--- src/rtl/kbc_pkg.sv ---
package kbc_pkg;
  localparam int BYTE_W = 8;

  localparam logic [BYTE_W-1:0] OP_PORT_READ  = 8'hD0;
  localparam logic [BYTE_W-1:0] OP_PORT_WRITE = 8'hD1;
  localparam logic [BYTE_W-1:0] PORT_RESET    = 8'hFF;

  localparam int ST_OBF_BIT = 0;
  localparam int ST_IBF_BIT = 1;

  localparam int PORT_NRST_BIT = 0;
  localparam int PORT_A20_BIT  = 1;

  typedef struct packed {
    logic                is_cmd;
    logic [BYTE_W-1:0]   val;
  } in_byte_t;
endpackage

--- src/rtl/kbc_inbuf.sv ---
module kbc_inbuf #(
  parameter int CONSUME_CYC = 4
) (
  input  logic               clk,
  input  logic               rst,
  input  logic               wr_stb,
  input  logic               sel_cmd,
  input  logic [7:0]         wdata,
  output logic               ibf,
  output logic               done,
  output kbc_pkg::in_byte_t  held
);
  localparam int CW = (CONSUME_CYC > 1) ? $clog2(CONSUME_CYC) : 1;
  localparam logic [CW-1:0] LOAD = CW'(CONSUME_CYC - 1);

  logic [CW-1:0] cnt;

  assign done = ibf && (cnt == '0);

  always_ff @(posedge clk) begin
    if (rst) begin
      ibf  <= 1'b0;
      cnt  <= '0;
      held <= '0;
    end else if (!ibf) begin
      if (wr_stb) begin
        ibf         <= 1'b1;
        cnt         <= LOAD;
        held.is_cmd <= sel_cmd;
        held.val    <= wdata;
      end
    end else if (cnt == '0) begin
      ibf <= 1'b0;
    end else begin
      cnt <= cnt - 1'b1;
    end
  end
endmodule

--- src/rtl/kbc_decode.sv ---
module kbc_decode (
  input  logic               clk,
  input  logic               rst,
  input  logic               done,
  input  kbc_pkg::in_byte_t  held,
  output logic               port_we,
  output logic [7:0]         port_wd,
  output logic               obuf_load
);
  import kbc_pkg::*;

  logic armed;

  assign port_we   = done && !held.is_cmd && armed;
  assign port_wd   = held.val;
  assign obuf_load = done && held.is_cmd && (held.val == OP_PORT_READ);

  always_ff @(posedge clk) begin
    if (rst) begin
      armed <= 1'b0;
    end else if (done) begin
      armed <= held.is_cmd && (held.val == OP_PORT_WRITE);
    end
  end
endmodule

--- src/rtl/kbc_outport.sv ---
module kbc_outport (
  input  logic       clk,
  input  logic       rst,
  input  logic       we,
  input  logic [7:0] wd,
  output logic [7:0] port_q,
  output logic       a20_gate,
  output logic       cpu_reset
);
  import kbc_pkg::*;

  always_ff @(posedge clk) begin
    if (rst) begin
      port_q    <= PORT_RESET;
      a20_gate  <= PORT_RESET[PORT_A20_BIT];
      cpu_reset <= ~PORT_RESET[PORT_NRST_BIT];
    end else if (we) begin
      port_q    <= wd;
      a20_gate  <= wd[PORT_A20_BIT];
      cpu_reset <= ~wd[PORT_NRST_BIT];
    end
  end
endmodule

--- src/rtl/kbc_outbuf.sv ---
module kbc_outbuf (
  input  logic       clk,
  input  logic       rst,
  input  logic       rd_stb,
  input  logic       sel_cmd,
  input  logic       load,
  input  logic [7:0] load_val,
  input  logic       ibf,
  output logic       obf,
  output logic [7:0] rdata
);
  import kbc_pkg::*;

  logic [7:0] obuf;
  logic [7:0] status;

  always_comb begin
    status             = '0;
    status[ST_IBF_BIT] = ibf;
    status[ST_OBF_BIT] = obf;
  end

  always_ff @(posedge clk) begin
    if (rst) begin
      obf   <= 1'b0;
      obuf  <= '0;
      rdata <= '0;
    end else begin
      if (rd_stb) rdata <= sel_cmd ? status : obuf;
      if (load) begin
        obuf <= load_val;
        obf  <= 1'b1;
      end else if (rd_stb && !sel_cmd) begin
        obf <= 1'b0;
      end
    end
  end
endmodule

--- src/rtl/kbc_portctl.sv ---
module kbc_portctl #(
  parameter int CONSUME_CYC = 4
) (
  input  logic       clk,
  input  logic       rst,
  input  logic       sel_cmd,
  input  logic       wr_stb,
  input  logic       rd_stb,
  input  logic [7:0] wdata,
  output logic [7:0] rdata,
  output logic [7:0] port_q,
  output logic       a20_gate,
  output logic       cpu_reset
);
  kbc_pkg::in_byte_t held;
  logic              ibf;
  logic              done;
  logic              obf;
  logic              port_we;
  logic [7:0]        port_wd;
  logic              obuf_load;

  kbc_inbuf #(.CONSUME_CYC(CONSUME_CYC)) u_inbuf (
    .clk(clk), .rst(rst), .wr_stb(wr_stb), .sel_cmd(sel_cmd),
    .wdata(wdata), .ibf(ibf), .done(done), .held(held)
  );

  kbc_decode u_decode (
    .clk(clk), .rst(rst), .done(done), .held(held),
    .port_we(port_we), .port_wd(port_wd), .obuf_load(obuf_load)
  );

  kbc_outport u_outport (
    .clk(clk), .rst(rst), .we(port_we), .wd(port_wd),
    .port_q(port_q), .a20_gate(a20_gate), .cpu_reset(cpu_reset)
  );

  kbc_outbuf u_outbuf (
    .clk(clk), .rst(rst), .rd_stb(rd_stb), .sel_cmd(sel_cmd),
    .load(obuf_load), .load_val(port_q), .ibf(ibf),
    .obf(obf), .rdata(rdata)
  );
endmodule

--- config.mk ---
export PLATFORM = sky130hd
export DESIGN_NAME = kbc_portctl
export DESIGN_NICKNAME = d
export VERILOG_FILES = /design/src/rtl/kbc_pkg.sv /design/src/rtl/kbc_inbuf.sv /design/src/rtl/kbc_decode.sv /design/src/rtl/kbc_outport.sv /design/src/rtl/kbc_outbuf.sv /design/src/rtl/kbc_portctl.sv
export SDC_FILE = /design/constraint.sdc
export NUM_CORES = 1
export LEC_CHECK = 0
export ABC_CLOCK_PERIOD_IN_PS = 1150
export CAP_MARGIN = 20
export CORE_ASPECT_RATIO = 0.5
export CORE_UTILIZATION = 55
export CTS_CLUSTER_SIZE = 30
export DETAILED_ROUTE_END_ITERATION = 12
export DONT_BUFFER_PORTS = 1
export PLACE_DENSITY_LB_ADDON = 0.08
export SYNTH_ARGS = -nofsm -noshare
export SYNTH_HDL_FRONTEND = slang
export SYNTH_SLANG_ARGS = --single-unit
--- constraint.sdc ---
create_clock -name clk -period 1.15 [get_ports clk]
set_input_delay 0.23 -clock clk [delete_from_list [all_inputs] [get_ports clk]]
set_output_delay 0.23 -clock clk [all_outputs]
set_load 0.01 [all_outputs]
==> results.md <==
- Status: complete, but fails checks
- Failing checks: negative setup slack
- Final min period: ~1.2 ns
- Setup crit start kind: register
- CTS clk-pin slew, worst paths: around 0.07 ns
- Layout Cell Area excl Fill: between 1500 and 2000 um^2
- Critical path peak fanout: 9
- Maximum level of the CTS H-tree: 2
- RSZ-0062 raised after global routing: yes
- Synth Area in Simple Gates: 0.298
- Die Ht: slightly below 40 um
- Pre-CTS setup slack: -0.138 ns
- CP max-delay cell: dfxtp_2
- Setup crit end kind: register
- First-pass GRT wire length: 5180 um
- DRC Markers: 0
- Setup_tns: -0.940 ns
- Largest net degree at the start of global routing: 30
- Synthesis Warnings: 0
- Largest family of logic cells by synthesized area: simple AND/OR/NAND/NOR gates
- Hold endpoint: u_outbuf.rdata[1]
- Yosys reg bits: 39
- Vias in the first global route: between 1,000 and 1,500
- Post-synthesis net count: ~190
- Filler cells: 200
- Sequential area share after synthesis: 0.498
- GRT Resource Usage Total: 0.240
- Die Wd: a little under 80 um
- Row count: 13
- Routed wire length: around 3400 um
- Final Hold Fails: 0
- Hold slack: 0.0298 ns
- Clock sinks: 39
- Routed WL per cell: roughly 15 um
- CP Buf/Inv Count: 2
- Data required time of the worst path: between 1 and 1.5 ns
- PwrDens: 1360 nW/um^2
- Die Footprint: 3080 um^2
- Post-Synthesis Cells: ~180
- Antenna cell count: 0
- Initial Util: 0.591
- Root Driver: clkbuf_8
- Mapped Area: around 1600 um^2
- Max-Cap Viols: 0
- Clk_skew: 0.00315 ns
- CTS buffer count: 5
- Layout cell share with drive strength beyond 1: 0.306
- Port Buf Inserts: 0
- Inst Count DP: approximately 220
- Mean post-synth cell area: around 9.0 um^2
- Worst-path cell chain: inv_2, ha_4, and2_4, nand4b_1, buf_12, mux2i_1
- Gpl congestion: about 0.75
- Hold_sp: rd_stb
- Worst min path class: primary input to register
- Final slew viol count: 0
- Most frequent cells in the layout: dfxtp_1, nand2_1, nand2b_1
- WS Path Type: register to register
- Synth Area in Adders: 0.00798
- Io pins: 31
- Pleak: between 0.8 and 0.9 nW
- Fin crit share: 1.07
- Vias per Instance: approximately 5.2
- Final Instance Count excl. Fillers: ~230
- Setup violations, final: 20
- Antenna-violating nets left: 0
- Worst-case headroom to the max-slew limit: 0.483
- Worst-Skew Late Latency: 0.29 ns
- Post-DP HPWL: 2170 um
- R2R Setup Slk: -0.08 ns
- Final nets: ~210
- Post-route setup slack: -0.0808 ns
- Post-synth top area share: 0.498
- Worst endpoint data arrival time: 1.41 ns
- Clock Path Buffers: 2
- DR vias: approximately 1,200
- Leading area contributor after synthesis: dfxtp_1
- Mux contribution to synthesized area: 0.0638
- Worst slew pin tran: a little under 0.8 ns
- Starting DRT DRC Count: 42
- Layout area overhead: 26.0%
- Compound-Gate Fraction of Synth Area: 0.0854
- CP delay by family, top: flip-flops
- Core area: approximately 2700 um^2
- XOR/XNOR Fraction of Synth Area: 0
- Worst R2R End: u_outbuf.obuf[6]
- Synth area leaders: dfxtp_1, nand2_1, nand2b_1
- Worst Reg2Reg Path Length in Cells: 6
- Peak supply drop: 0.681 mV
- Placed cell areas: ~1700 um^2
- Fmax: between 800 and 900 MHz
- Initial antenna violation count: 0
- Yosys cell types: 26
- Hold Path Depth: 1
- GR Overflow Total: 0
- Total iterations of the first detailed-routing run: 4
- CTS tree: built
- Critical R2R Launch: u_inbuf.cnt[1]
- Worst stage delay on the critical path: approximately 0.32 ns
- Most common cell after layout, fill and taps aside: dfxtp_1
[registers in the layout (all words and copies together), names as in the netlist]
name / count
u_decode.armed: 1
u_inbuf.held: 9
u_outbuf.obf: 1
u_outport.cpu_reset: 1
u_inbuf.ibf: 1
u_outport.port_q: 8
u_inbuf.cnt: 2
u_outbuf.rdata: 8
u_outbuf.obuf: 8
[per-stage QoR]
step	util	power, mW
5_1_grt	0.745	2.78
4_1_cts	0.720	2.66
3_5_place_dp	0.646	1.62
3_3_place_gp	0.646	1.61
2_1_floorplan	-	1.57
6_report	0.745	2.68
[timing repair]
item                                   CTS  global route
cloned                                   0             0
buffers inserted                         1             2
endpoints found under the hold margin   18             2
pin swaps                               12            10
hold buffers                             3             1
gates resized for setup                 21            15
setup endpoints to repair               20            38
[kinds of logic after synthesis]
| family | count (synthesis) |
|---|---|
| fa+ha+maj | 1 |
| buf+inv | 15 |
| simple gates | 86 |
| mux | 10 |
| flops | 39 |
| compound gates | 24 |
[metal layers]
layer  up-vias  global-route usage  part of all wire
li1        621                   -                 -
met1       559               0.300              0.52
met2        32               0.374              0.41
met3         6              0.0953             0.055
met4         0              0.0991             0.012
met5         -                   0                 0
[final cells by class]
cell class	count	area, um^2	area share
Tap cell	37	46.3	0.0234
Timing Repair Buffer	25	224	0.113
Clock buffer	8	100	0.0507
Inverter	3	11.3	0.00570
Multi-Input combinational cell	121	808	0.409
Sequential cell	39	786	0.398
[cell usage after synthesis (all sizes together)]
cell,number
and4bb,2
and2b,1
nor2b,1
a21oi,18
nor3,1
nand2,39
a21o,1
and2,1
a221oi,1
nand4b,2
buf,4
nand2b,20
nand3b,13
mux2i,10
a211oi,3
nand4,1
inv,3
and4b,1
nor2,4
dfxtp,39
clkbuf,8
o21ai,1
ha,1
[worst max path at each step]
| stage | from | endpoint | slack [ns] | depth (start not counted) |
|---|---|---|---|---|
| after floorplan | u_inbuf.cnt[0] | u_outport.port_q[0] | 0.0006 | 6 |
| after global placement | u_inbuf.cnt[1] | u_outbuf.obuf[7] | -0.07 | 6 |
| after detailed placement | u_inbuf.cnt[1] | u_outbuf.obuf[6] | -0.14 | 6 |
| after CTS | u_inbuf.cnt[1] | u_outbuf.obuf[6] | -0.08 | 6 |
| after global routing | u_inbuf.cnt[1] | u_outbuf.obuf[6] | -0.17 | 6 |
| final | u_inbuf.cnt[1] | u_outbuf.obuf[6] | -0.08 | 6 |
[where the power goes]
part	switching, mW	internal (mW)	leakage (nW)
logic	0.122	0.148	0.474
clock network	0.451	0.547	0.0515
registers	0.0242	1.39	0.318
total	0.597	2.08	0.844
(Power assumes the default switching activity.)
